--- config.mk ---
export PLATFORM = sky130hd
export DESIGN_NAME = ipi_startup_seq
export DESIGN_NICKNAME = d
export VERILOG_FILES = /design/src/rtl/ipi_seq_pkg.sv /design/src/rtl/ipi_seq_datapath.sv /design/src/rtl/ipi_seq_ctrl.sv /design/src/rtl/ipi_startup_seq.sv
export SDC_FILE = /design/constraint.sdc
export NUM_CORES = 1
export LEC_CHECK = 0
export BUFFER_PORTS_ARGS = -buffer_cell sky130_fd_sc_hd__buf_2
export CAP_MARGIN = 20
export CORE_UTILIZATION = 30
export DETAILED_ROUTE_END_ITERATION = 16
export PLACE_DENSITY = 0.65
export RECOVER_POWER = 100
export SETUP_SLACK_MARGIN = 0.15
export SKIP_LAST_GASP = 1
export SYNTH_ARGS = -nofsm -noshare
export SYNTH_HDL_FRONTEND = slang
export SYNTH_SLANG_ARGS = --single-unit
--- constraint.sdc ---
create_clock -name clk -period 5.7 [get_ports clk]
set_input_delay 1.14 -clock clk [delete_from_list [all_inputs] [get_ports clk]]
set_output_delay 1.14 -clock clk [all_outputs]
set_load 0.05 [all_outputs]
--- src/rtl/ipi_seq_pkg.sv ---
package ipi_seq_pkg;
  localparam int WORD_W = 32;

  localparam logic [2:0] MODE_RESET   = 3'd5;
  localparam logic [2:0] MODE_STARTUP = 3'd6;
  localparam int         LEVEL_POS    = 14;
  localparam int         SHORT_LSB    = 18;
  localparam logic [1:0] SHORT_OTHERS = 2'd3;

  typedef enum logic [3:0] {
    ST_IDLE, ST_SAVE, ST_PRE_WAIT, ST_DEST, ST_LAUNCH,
    ST_POST_WAIT, ST_RESTORE, ST_GAP, ST_FINISH
  } seqState_t;

  typedef struct packed {
    logic latchReq;
    logic saveHi;
    logic selDest;
    logic selCmd;
    logic selRestore;
    logic clrDelay;
  } seqStrobes_t;

  function automatic logic addrAcceptable(input logic [WORD_W-1:0] a);
    return (a[WORD_W-1:20] == '0) && (a[11:0] == 12'h000);
  endfunction
endpackage

--- src/rtl/ipi_seq_datapath.sv ---
module ipi_seq_datapath
  import ipi_seq_pkg::*;
#(
  parameter int ID_W          = 8,
  parameter int INIT_DELAY_US = 10000,
  parameter int GAP_DELAY_US  = 200
) (
  input  logic              clk,
  input  logic              rstN,
  input  seqStrobes_t       strb,
  input  logic              msgIsStartup,
  input  logic              delayIsInit,
  input  logic [ID_W-1:0]   destId,
  input  logic [WORD_W-1:0] startAddr,
  input  logic              broadcast,
  input  logic              usTick,
  input  logic [WORD_W-1:0] icrHighIn,
  output logic [WORD_W-1:0] wrData,
  output logic              delayDone
);
  localparam int MAX_DELAY = (INIT_DELAY_US > GAP_DELAY_US) ? INIT_DELAY_US : GAP_DELAY_US;
  localparam int CNT_W     = $clog2(MAX_DELAY + 1);
  localparam logic [CNT_W-1:0] INIT_LAST = CNT_W'(INIT_DELAY_US - 1);
  localparam logic [CNT_W-1:0] GAP_LAST  = CNT_W'(GAP_DELAY_US - 1);

  logic [ID_W-1:0]   destQ;
  logic [WORD_W-1:0] addrQ;
  logic              bcastQ;
  logic [WORD_W-1:0] savedHi;
  logic [CNT_W-1:0]  tickCnt;
  logic [WORD_W-1:0] destWord;
  logic [WORD_W-1:0] cmdWord;

  always_ff @(posedge clk) begin
    if (!rstN) begin
      destQ   <= '0;
      addrQ   <= '0;
      bcastQ  <= 1'b0;
      savedHi <= '0;
    end else begin
      if (strb.latchReq) begin
        destQ  <= destId;
        addrQ  <= startAddr;
        bcastQ <= broadcast;
      end
      if (strb.saveHi) savedHi <= icrHighIn;
    end
  end

  always_ff @(posedge clk) begin
    if (!rstN || strb.clrDelay) tickCnt <= '0;
    else if (usTick)            tickCnt <= tickCnt + 1'b1;
  end

  assign delayDone = usTick && (tickCnt == (delayIsInit ? INIT_LAST : GAP_LAST));

  always_comb begin
    destWord = '0;
    if (!bcastQ) destWord[WORD_W-1 -: ID_W] = destQ;

    cmdWord = '0;
    cmdWord[7:0]       = msgIsStartup ? addrQ[19:12] : 8'h00;
    cmdWord[10:8]      = msgIsStartup ? MODE_STARTUP : MODE_RESET;
    cmdWord[LEVEL_POS] = 1'b1;
    cmdWord[SHORT_LSB +: 2] = bcastQ ? SHORT_OTHERS : 2'b00;

    unique case (1'b1)
      strb.selDest:    wrData = destWord;
      strb.selCmd:     wrData = cmdWord;
      strb.selRestore: wrData = savedHi;
      default:         wrData = '0;
    endcase
  end
endmodule

--- src/rtl/ipi_seq_ctrl.sv ---
module ipi_seq_ctrl
  import ipi_seq_pkg::*;
#(
  parameter int MSG_COUNT = 3
) (
  input  logic        clk,
  input  logic        rstN,
  input  logic        start,
  input  logic        addrOk,
  input  logic        busy,
  input  logic        delayDone,
  output seqStrobes_t strb,
  output logic        msgIsStartup,
  output logic        delayIsInit,
  output logic        hiWrEn,
  output logic        loWrEn,
  output logic        done,
  output logic        err
);
  localparam int IDX_W = $clog2(MSG_COUNT);
  localparam logic [IDX_W-1:0] LAST_IDX = IDX_W'(MSG_COUNT - 1);

  seqState_t        state, nextState;
  logic [IDX_W-1:0] msgIdx;
  logic             errQ;

  always_comb begin
    nextState = state;
    unique case (state)
      ST_IDLE:      if (start && addrOk) nextState = ST_SAVE;
      ST_SAVE:      nextState = ST_PRE_WAIT;
      ST_PRE_WAIT:  if (!busy) nextState = ST_DEST;
      ST_DEST:      nextState = ST_LAUNCH;
      ST_LAUNCH:    nextState = ST_POST_WAIT;
      ST_POST_WAIT: if (!busy) nextState = ST_RESTORE;
      ST_RESTORE:   nextState = (msgIdx == LAST_IDX) ? ST_FINISH : ST_GAP;
      ST_GAP:       if (delayDone) nextState = ST_SAVE;
      ST_FINISH:    nextState = ST_IDLE;
      default:      nextState = ST_IDLE;
    endcase
  end

  always_ff @(posedge clk) begin
    if (!rstN) begin
      state  <= ST_IDLE;
      msgIdx <= '0;
      errQ   <= 1'b0;
    end else begin
      state <= nextState;
      errQ  <= (state == ST_IDLE) && start && !addrOk;
      if (state == ST_IDLE && start)      msgIdx <= '0;
      else if (state == ST_GAP && delayDone) msgIdx <= msgIdx + 1'b1;
    end
  end

  always_comb begin
    strb            = '0;
    strb.latchReq   = (state == ST_IDLE) && start;
    strb.saveHi     = (state == ST_SAVE);
    strb.selDest    = (state == ST_DEST);
    strb.selCmd     = (state == ST_LAUNCH);
    strb.selRestore = (state == ST_RESTORE);
    strb.clrDelay   = (state == ST_RESTORE);
  end

  assign msgIsStartup = (msgIdx != '0);
  assign delayIsInit  = (msgIdx == '0);
  assign hiWrEn       = strb.selDest || strb.selRestore;
  assign loWrEn       = strb.selCmd;
  assign done         = (state == ST_FINISH);
  assign err          = errQ;
endmodule

--- src/rtl/ipi_startup_seq.sv ---
module ipi_startup_seq
  import ipi_seq_pkg::*;
#(
  parameter int ID_W          = 8,
  parameter int INIT_DELAY_US = 10000,
  parameter int GAP_DELAY_US  = 200
) (
  input  logic              clk,
  input  logic              rstN,
  input  logic              start,
  input  logic [ID_W-1:0]   destId,
  input  logic [WORD_W-1:0] startAddr,
  input  logic              broadcast,
  input  logic              usTick,
  input  logic [WORD_W-1:0] icrHighIn,
  input  logic              deliveryBusy,
  output logic              hiWrEn,
  output logic              loWrEn,
  output logic [WORD_W-1:0] wrData,
  output logic              done,
  output logic              err
);
  seqStrobes_t strb;
  logic        msgIsStartup;
  logic        delayIsInit;
  logic        delayDone;

  ipi_seq_ctrl #(.MSG_COUNT(3)) u_ctrl (
    .clk(clk), .rstN(rstN), .start(start),
    .addrOk(addrAcceptable(startAddr)), .busy(deliveryBusy),
    .delayDone(delayDone), .strb(strb), .msgIsStartup(msgIsStartup),
    .delayIsInit(delayIsInit), .hiWrEn(hiWrEn), .loWrEn(loWrEn),
    .done(done), .err(err)
  );

  ipi_seq_datapath #(
    .ID_W(ID_W), .INIT_DELAY_US(INIT_DELAY_US), .GAP_DELAY_US(GAP_DELAY_US)
  ) u_dp (
    .clk(clk), .rstN(rstN), .strb(strb), .msgIsStartup(msgIsStartup),
    .delayIsInit(delayIsInit), .destId(destId), .startAddr(startAddr),
    .broadcast(broadcast), .usTick(usTick), .icrHighIn(icrHighIn),
    .wrData(wrData), .delayDone(delayDone)
  );
endmodule

### After elaboration in Yosys (flattened, before gate mapping)

Index checks and enable logic that the tools add are counted.

| operators by class | value |
|---|---|
| mux-type cells | 12 |
| bitwise logic cells | 1 |
| $add $sub $neg | 2 |
| equality and inequality tests | 14 |
| reduce and logical (&&, ||, !) cells | 17 |

Operators by type and width:

| operator | number |
|---|---|
| $pmux W32 S3 | 1 |
| $pmux W4 S8 | 1 |
| $logic_not A12 Y1 | 2 |
| $mux W4 | 5 |
| $eq A4 B3 Y1 const B | 4 |
| $mux W8 | 2 |
| $add A14 B1 Y14 const B | 1 |
| $eq A14 B14 Y1 | 1 |
| $mux W14 | 1 |
| $eq A4 B2 Y1 const B | 2 |
| $logic_and A1 B1 Y1 | 6 |
| $eq A4 B1 Y1 const B | 1 |
| $eq A4 B4 Y1 const B | 1 |
| $logic_not A4 Y1 | 1 |
| $mux W2 | 2 |
| $ne A2 B1 Y1 const B | 2 |
| $ne A2 B2 Y1 const B | 2 |
| $reduce_and A4 Y1 | 1 |
| $add A2 B1 Y2 const B | 1 |
| $eq A2 B2 Y1 const B | 1 |
| $logic_not A1 Y1 | 2 |
| $logic_not A2 Y1 | 1 |
| $logic_or A1 B1 Y1 | 2 |
| $reduce_bool A2 Y1 | 1 |
| 2 further kinds | 2 |

| word-level totals | value |
|---|---|
| output and inout port bits | 36 |
| bits in registers | 82 |
| input port bits | 78 |

### Longest topological paths before layout

Gate-level depths: netlist of the first run.

| depth | value |
|---|---|
| depth after elaboration | 6 |
| depth in mapped cells | 7 |

### By module

Synthesis of the first run repeated with hierarchy kept, for this count alone.

| unflattened totals | value |
|---|---|
| cell total of the unflattened synthesis | 352 |
| area, all modules | 3,394.5 um^2 |

Modules (own cells, without submodules):

| module | instances | seq. area each (um^2) | area each (um^2) | cells an instance |
|---|---|---|---|---|
| ipi_seq_datapath | 1 | 1,261.2 | 2,802.7 | 282 |
| ipi_seq_ctrl | 1 | 140.1 | 534.3 | 61 |
| ipi_startup_seq | 1 | 0.0 | 57.6 | 9 |

### Least setup slack after synthesis of the first run

No wires, ideal clock.

| timing path | value |
|---|---|
| path type | register to output |
| start | register u_ctrl.state[3] |
| end | output port wrData[18] |
| path slack | 1.953 ns |
| required time | 4.560 ns |
| stages on the path, launching flop included | 5 |
| data arrival time | 2.607 ns |
| path through | dfxtp_1 clkbuf_1 nand2b_2 nor3_1 a22o_1 |

| between the ends | value |
|---|---|
| cells in the longest elaborated chain, start to end | 2 |
| elaborated cells between the ends (all ways) | 4 |

Ends and longest elaborated chain:

| what | RTL line | RTL |
|---|---|---|
| start: declaration | ipi_seq_ctrl.sv:23 | `seqState_t state, nextState;` |
| start signal: assignment | ipi_seq_ctrl.sv:49 | `state <= nextState;` |
| $eq A4 B3 Y1 | ipi_seq_ctrl.sv:61 | `strb.selCmd = (state == ST_LAUNCH);` |
| named net loWrEn | ipi_startup_seq.sv:18 | `output logic loWrEn,` |
| $pmux W32 S3 | ipi_seq_datapath.sv:67 | `unique case (1'b1)` |
| end: declaration | ipi_startup_seq.sv:19 | `output logic [WORD_W-1:0] wrData,` |

The timed path passes the listed nets, and every way through them passes these cells.

### Final worst setup path of the first run

| timing path | value |
|---|---|
| start | register u_ctrl.state[2] |
| end | output port wrData[2] |

| between the ends | value |
|---|---|
| cells in the longest elaborated chain, start to end | 2 |
| elaborated cells between the ends (all ways) | 4 |

Ends and longest elaborated chain:

| what | RTL line | RTL |
|---|---|---|
| $eq A4 B3 Y1, or another cell as far along | ipi_seq_ctrl.sv:62 | `strb.selRestore = (state == ST_RESTORE);` |
| $pmux W32 S3 * | ipi_seq_datapath.sv:67 |  |

Every way passes the cells marked *; elsewhere a longest branch is shown, timed or not.

==> flow_summary.ini, run 1 <==
[global_route]
antenna_found_initial = 0
grt_start_max_net_pins = 57
grt_pass1_vias = 2958
grt_use_total_pct = 15.1
grt_pass1_wl_um = 13500
grt-ovfl-total = 0

[clock_network]
clock_path_buffers = 2
clk_pin_slew_ns = 0.07
cts_sinks = 70
postCtsSetupBuffers = 0
cts.repair.resized = 0
cts_tree = done
cts_root_buf = clkbuf_8
cts-buffers-inserted = 9
htree_num_levels = 3
cts_hold_buf = 0
clkLatencyLatePin_ns = 0.34

[worst_setup_path]
r2r_cells = 3
end_kind = output pin
crit_slowest_cell = clkbuf_1
startpoint = u_ctrl.state[2]$_SDFFE_PN0P_
r2r_start = u_ctrl.state[2]$_SDFFE_PN0P_
worstPathMaxFanout = 33
cpPeakStageDelay_ns = 1.07
endpoint = wrData[2]
cpMostUsedCell = clkbuf_1
crit_type = flip-flop to output pin
required_ns = 4.56
critPathLaunchType = flip-flop
crit_arrival_ns = 3.16
r2r_end = u_dp.tickCnt[9]$_SDFFE_PP0P_
reg2reg_setup_slack_ns = 3.29
path_cells = nand2b_2 > nor2_2 > clkbuf_1 > a22o_1 > clkbuf_1

[logic_synthesis]
synthFlopType = dfxtp_1
synth_xor_area_share_pct = 3.26
synth_fa_ha_area_share_pct = 1.17
synth_seq_cells = 70
muxShareOfSynthArea_pct = 0.622
async_flop_share_pct = 0
netlist_area_mm2 = 0.00322
synth_area_leader_cell = dfxtp_1
ys_warn_count = 0
syn_avg_cell_area_um2 = 8.25
synth_top_area_share_pct = 43.5
synth.distinct_cells = 39
synth_compound_area_share_pct = 22.1
syn_nets = 471
synthSimpleGateAreaFrac_pct = 26.1
ys_seq_area_share_pct = 43.5
syn_inst = 390
synth-edff-count = 0
synth_top_cells_by_area = dfxtp_1, nand2_1, a21boi_1, a22o_1, clkbuf_1
synth_top_family_by_area = simple AND/OR/NAND/NOR gates

[sta]
hold_viol = 0
fin_tns_setup_ns = 0
finalClockSkew_ns = 0.00588
setup_viol = 0
rsz0062_at_grt = false
fin_crit_ns = 4.30
period_share_pct = 75.4
worst_pin_slew_ns = 1.98
max_freq_mhz = 233
relSlewSlack_pct = -32.0
finalMaxSlewViolations = 72

[floorplanning]
rows = 37
die_area_mm2 = 0.0111
die_w_um = 106
boundaryPins = 114
die_y_um = 106
core_area_mm2 = 0.0104
initial_core_util_pct = 31.0

[placement]
place.gp.congestion = 0.785
placed_area_mm2 = 0.00392
port_buffers = 113
dp_hpwl_um = 5800

[run_status]
outcome = finished, violations left
violations = max-capacitance violations, max-slew violations

[pwr]
clockPowerShare_pct = 46.6
p_int_w = 0.000831
power_frac_comb_pct = 5.4
power.switching_w = 0.000217
p_per_area_mw_per_mm2 = 254
total_power_w = 0.00105
peakVddDrop_uv = 129
seqPwrFrac_pct = 48.0
swShare_pct = 20.7
power_leakage_nw = 1.57

[layout]
final_cell_mix = nand2_1, buf_2, dfxtp_1
multi_input_area_mm2 = 0.00173
layout-drive-gt1-share_pct = 20.3
fin_area_mm2 = 0.00412
area_delta_synth_final_pct = 28.0
fillers = 1090
register_area_mm2 = 0.00140
diodes = 0
fin_nets = 574
layout_commonest_cell = nand2_1

[worst_hold_path]
hold_path.class = flip-flop to flip-flop

[detailed_routing]
wl_per_cell_um = 12.8
first_pass_iters = 4
routed_via_density = 4.74
ant_nets = 0
routed_wl_um = 8130
vias = 3005
drtIter0Drc = 87
post-route-drc-count = 0

[flow_run]
maxCapViolCount = 2
[routing by layer]
layer  up-vias  GRT usage [%]  part of all wire, %
li1       1546              -                    -
met1      1374           17.7                   44
met2        70           26.4                   48
met3        15           4.14                  5.2
met4         0           5.46                  1.9
met5         -              0                    0
[critical path, delay by kind of cell (launching register included)]
| family | cells | cell delay (ns) |
|---|---|---|
| flops | 1 | 0.66 |
| compound gates | 1 | 0.30 |
| simple gates | 2 | 0.30 |
| buf+inv | 2 | 1.54 |
[worst min path at each step]
stage / start / endpoint / slack [ns] / cells after the start
2_1_floorplan: u_dp.savedHi[11]$_SDFFE_PN0P_ / u_dp.savedHi[11]$_SDFFE_PN0P_ / 0.43 / 2
3_5_place_dp: u_dp.savedHi[15]$_SDFFE_PN0P_ / u_dp.savedHi[15]$_SDFFE_PN0P_ / 0.44 / 2
3_3_place_gp: u_dp.savedHi[15]$_SDFFE_PN0P_ / u_dp.savedHi[15]$_SDFFE_PN0P_ / 0.44 / 2
6_report: u_dp.savedHi[22]$_SDFFE_PN0P_ / u_dp.savedHi[22]$_SDFFE_PN0P_ / 0.46 / 2
5_1_grt: u_dp.destQ[5]$_SDFFE_PN0P_ / u_dp.destQ[5]$_SDFFE_PN0P_ / 0.49 / 2
4_1_cts: u_dp.savedHi[22]$_SDFFE_PN0P_ / u_dp.savedHi[22]$_SDFFE_PN0P_ / 0.45 / 2
[registers in the layout (all words and copies together), names as in the netlist]
name,cells
u_dp.destQ,8
u_ctrl.msgIdx,2
u_dp.tickCnt,14
u_dp.savedHi,32
u_ctrl.state,4
u_dp.addrQ,8
u_ctrl.err,1
u_dp.bcastQ,1
[logic make-up after synthesis]
family                     after synthesis
AOI/OAI and AO/OA                       93
muxes                                    2
xor gates and xnor gates                12
DFF                                     70
and+or+nand+nor                        182
adders and majority gates                3
buffers and inverters                   28
[synth_stat cells, types with 2 or more instances]
library cell,number
or3_1,5
dfxtp_1,70
and3_1,3
o21ai_0,7
a21boi_0,10
inv_1,4
nor2_1,18
and2_1,13
or4b_1,2
nand3b_1,2
ha_1,3
nand2_1,109
nand4_1,4
a21boi_1,42
mux2i_1,2
a21o_1,3
a22o_1,19
clkbuf_1,24
a31oi_1,2
xor2_1,7
nor4_1,10
nand3_1,7
xnor2_1,5
a21oi_1,4
[power groups by stage]
stage | logic (W) | clock network (W) | registers, W
floorplan | 0.0000244 | 0 | 0.000514
global placement | 0.0000566 | 0 | 0.000515
detailed placement | 0.0000583 | 0 | 0.000515
CTS | 0.0000585 | 0.000502 | 0.000504
global route | 0.0000641 | 0.000524 | 0.000504
finish | 0.0000565 | 0.000489 | 0.000504
[area by class of cell]
type / count / share of cell area (%)
clock buffer: 11 / 3.43
clock inverter: 5 / 2.58
inverter: 4 / 0.364
multi-input combinational: 292 / 41.9
sequential: 70 / 34.0
tap: 136 / 4.13
timing repair buffer: 116 / 13.6
[stage by stage]
| stage | utilization [%] | hold slack, ns | std cells | worst slack, ns |
|---|---|---|---|---|
| floorplan | - | 0.430 | 390 | 1.95 |
| global placement | 37.6 | 0.436 | 617 | 2.49 |
| detailed placement | 37.8 | 0.441 | 618 | 2.42 |
| CTS | 40.2 | 0.452 | 634 | 2.01 |
| global route | 39.7 | 0.487 | 634 | 1.10 |
| finish | 39.7 | 0.462 | 634 | 1.40 |
Power figures use the tool's default switching activity.
==> run 2, diff against run 1 <==
==> constraint.sdc (replaced) <==
create_clock -name clk -period 4.4 [get_ports clk]
set_input_delay 0.88 -clock clk [delete_from_list [all_inputs] [get_ports clk]]
set_output_delay 0.88 -clock clk [all_outputs]
set_load 0.05 [all_outputs]
==> run 2 against run 1 <==
Routed wire length rose by 0.12%; the flow still finishes with violations (max-capacitance violations, max-slew violations); setup slack got worse by 0.60 ns; register-to-register slack got worse by 2.2 ns; largest cell class unchanged; utilization fell by 0.62 points; via count rose by 0.97%; cell area fell by 1.5%; clock power rose by 2%; die area did not move; clock-buffer cell count did not move; combinational power rose by 30%; final cell count fell by 0.16%; worst hold slack barely moved.
==> flow_summary.ini, run 2 (synthesis results as in run 1) <==
[run_status]
outcome = finished, violations left
violations = max-capacitance violations, max-slew violations

[global_route]
grt_pass1_vias = 3007
grt_pass1_wl_um = 13400
grt_start_max_net_pins = 57
antenna_found_initial = 0
grt-ovfl-total = 0
grt_use_total_pct = 14.9

[worst_hold_path]
hold_path.class = flip-flop to flip-flop
holdPathStages = 2
holdCritStartpoint = u_dp.savedHi[22]$_SDFFE_PN0P_
hold_path_end = u_dp.savedHi[22]$_SDFFE_PN0P_

[detailed_routing]
drtIter0Drc = 116
routed_wl_um = 8140
vias = 3034
ant_nets = 0
post-route-drc-count = 0
first_pass_iters = 4
wl_per_cell_um = 12.9
routed_via_density = 4.79

[sta]
setup_viol = 0
worst_pin_slew_ns = 2.00
relSlewSlack_pct = -33.5
finalMaxSlewViolations = 69
period_share_pct = 81.9
rsz0062_at_grt = false
fin_tns_setup_ns = 0
hold_viol = 0
hold_slack_ns = 0.461
finalClockSkew_ns = 0.00500
fin_crit_ns = 3.60
max_freq_mhz = 277

[clock_network]
cts-buffers-inserted = 9
cts_hold_buf = 0
htree_num_levels = 3
cts_sinks = 70
cts_root_buf = clkbuf_8
clkLatencyLatePin_ns = 0.33
clock_path_buffers = 2
cts_tree = done
clk_pin_slew_ns = 0.07
cts.repair.resized = 0
postCtsSetupBuffers = 0

[worst_setup_path]
r2r_cells = 4
r2r_start = u_ctrl.state[0]$_SDFFE_PN0P_
crit_arrival_ns = 2.72
end_kind = output pin
reg2reg_setup_slack_ns = 1.13
required_ns = 3.52
crit_type = flip-flop to output pin
worstPathMaxFanout = 15
r2r_end = u_dp.savedHi[16]$_SDFFE_PN0P_
startpoint = u_ctrl.state[0]$_SDFFE_PN0P_
critPathLaunchType = flip-flop

[pwr]
power_frac_comb_pct = 6.0
power.switching_w = 0.000268
p_per_area_mw_per_mm2 = 302
total_power_w = 0.00122
power_leakage_nw = 1.55
swShare_pct = 21.9
clockPowerShare_pct = 40.7
seqPwrFrac_pct = 53.3
peakVddDrop_uv = 214
p_int_w = 0.000956

[floorplanning]
initial_core_util_pct = 31.0
die_w_um = 106
boundaryPins = 114
die_y_um = 106
die_area_mm2 = 0.0111
core_area_mm2 = 0.0104
rows = 37

[layout]
largest_register_ffs = 32
fin_util_pct = 39.1
diodes = 0
area_delta_synth_final_pct = 26.0
final_cell_mix = nand2_1, buf_2, dfxtp_1
top_register = u_dp.savedHi
layout-drive-gt1-share_pct = 20.1
fin_area_mm2 = 0.00406
layout_commonest_cell = nand2_1
largestRegisters = u_dp.savedHi x32, u_dp.tickCnt x14
fin_nets = 574

[placement]
port_buffers = 113
placed_area_mm2 = 0.00392
dp_hpwl_um = 5820
place.gp.congestion = 0.778

[flow_run]
maxCapViolCount = 2
==> run 2: cell count changes in the layout (fill, tap and decap cells not counted), sizes merged <==
cell and delta:
clkinv +1, bufinv -2, buf +1, clkbuf -1
==> run 2: worst max-delay path: stages (launching register included) <==
cell      delay (ns)
dfxtp_1         0.61
nand2_1         0.21
nor4_2          0.85
a22o_1          0.25
clkbuf_1        0.47
==> run 2: cell type report <==
type                    instances  area, um^2
fillers                      1112        6310
multi-input cells             292        1720
repair buffers                116         561
inverters                       4        15.0
clock inverters                 4        47.5
clock buffers                  11         141
well taps                     136         170
flip-flops and latches         70        1400
==> run 2: worst max-delay path by stage <==
stage | slack [ns] | end
floorplan | 0.91 | wrData[18]
global placement | 1.45 | wrData[26]
detailed placement | 1.39 | wrData[2]
CTS | 1.01 | wrData[2]
global route | 0.65 | u_dp.savedHi[12]$_SDFFE_PN0P_
finish | 0.80 | wrData[27]
==> run 2: stage by stage <==
stage | instances | setup WS [ns]
after floorplan | 390 | 0.913
after global placement | 617 | 1.45
after detailed placement | 618 | 1.39
after CTS | 633 | 1.01
after global routing | 633 | 0.650
final | 633 | 0.796
==> run 2: metal layers <==
layer	wire length (um)	global-route usage [%]	share of wire [%]	up-vias
met3	540	4.27	6.6	12
met1	3500	17.1	43	1393
li1	-	-	-	1547
met5	0	0	0	-
met2	3960	26.7	49	82
met4	140	4.46	1.7	0
==> run 2: power groups by stage <==
stage                     combinational, W  sequential (W)  clock, W
after floorplan                  0.0000316        0.000666         0
after global placement           0.0000733        0.000667         0
after detailed placement         0.0000755        0.000667         0
after CTS                        0.0000759        0.000653  0.000516
after global routing             0.0000824        0.000654  0.000545
final                            0.0000733        0.000653  0.000499
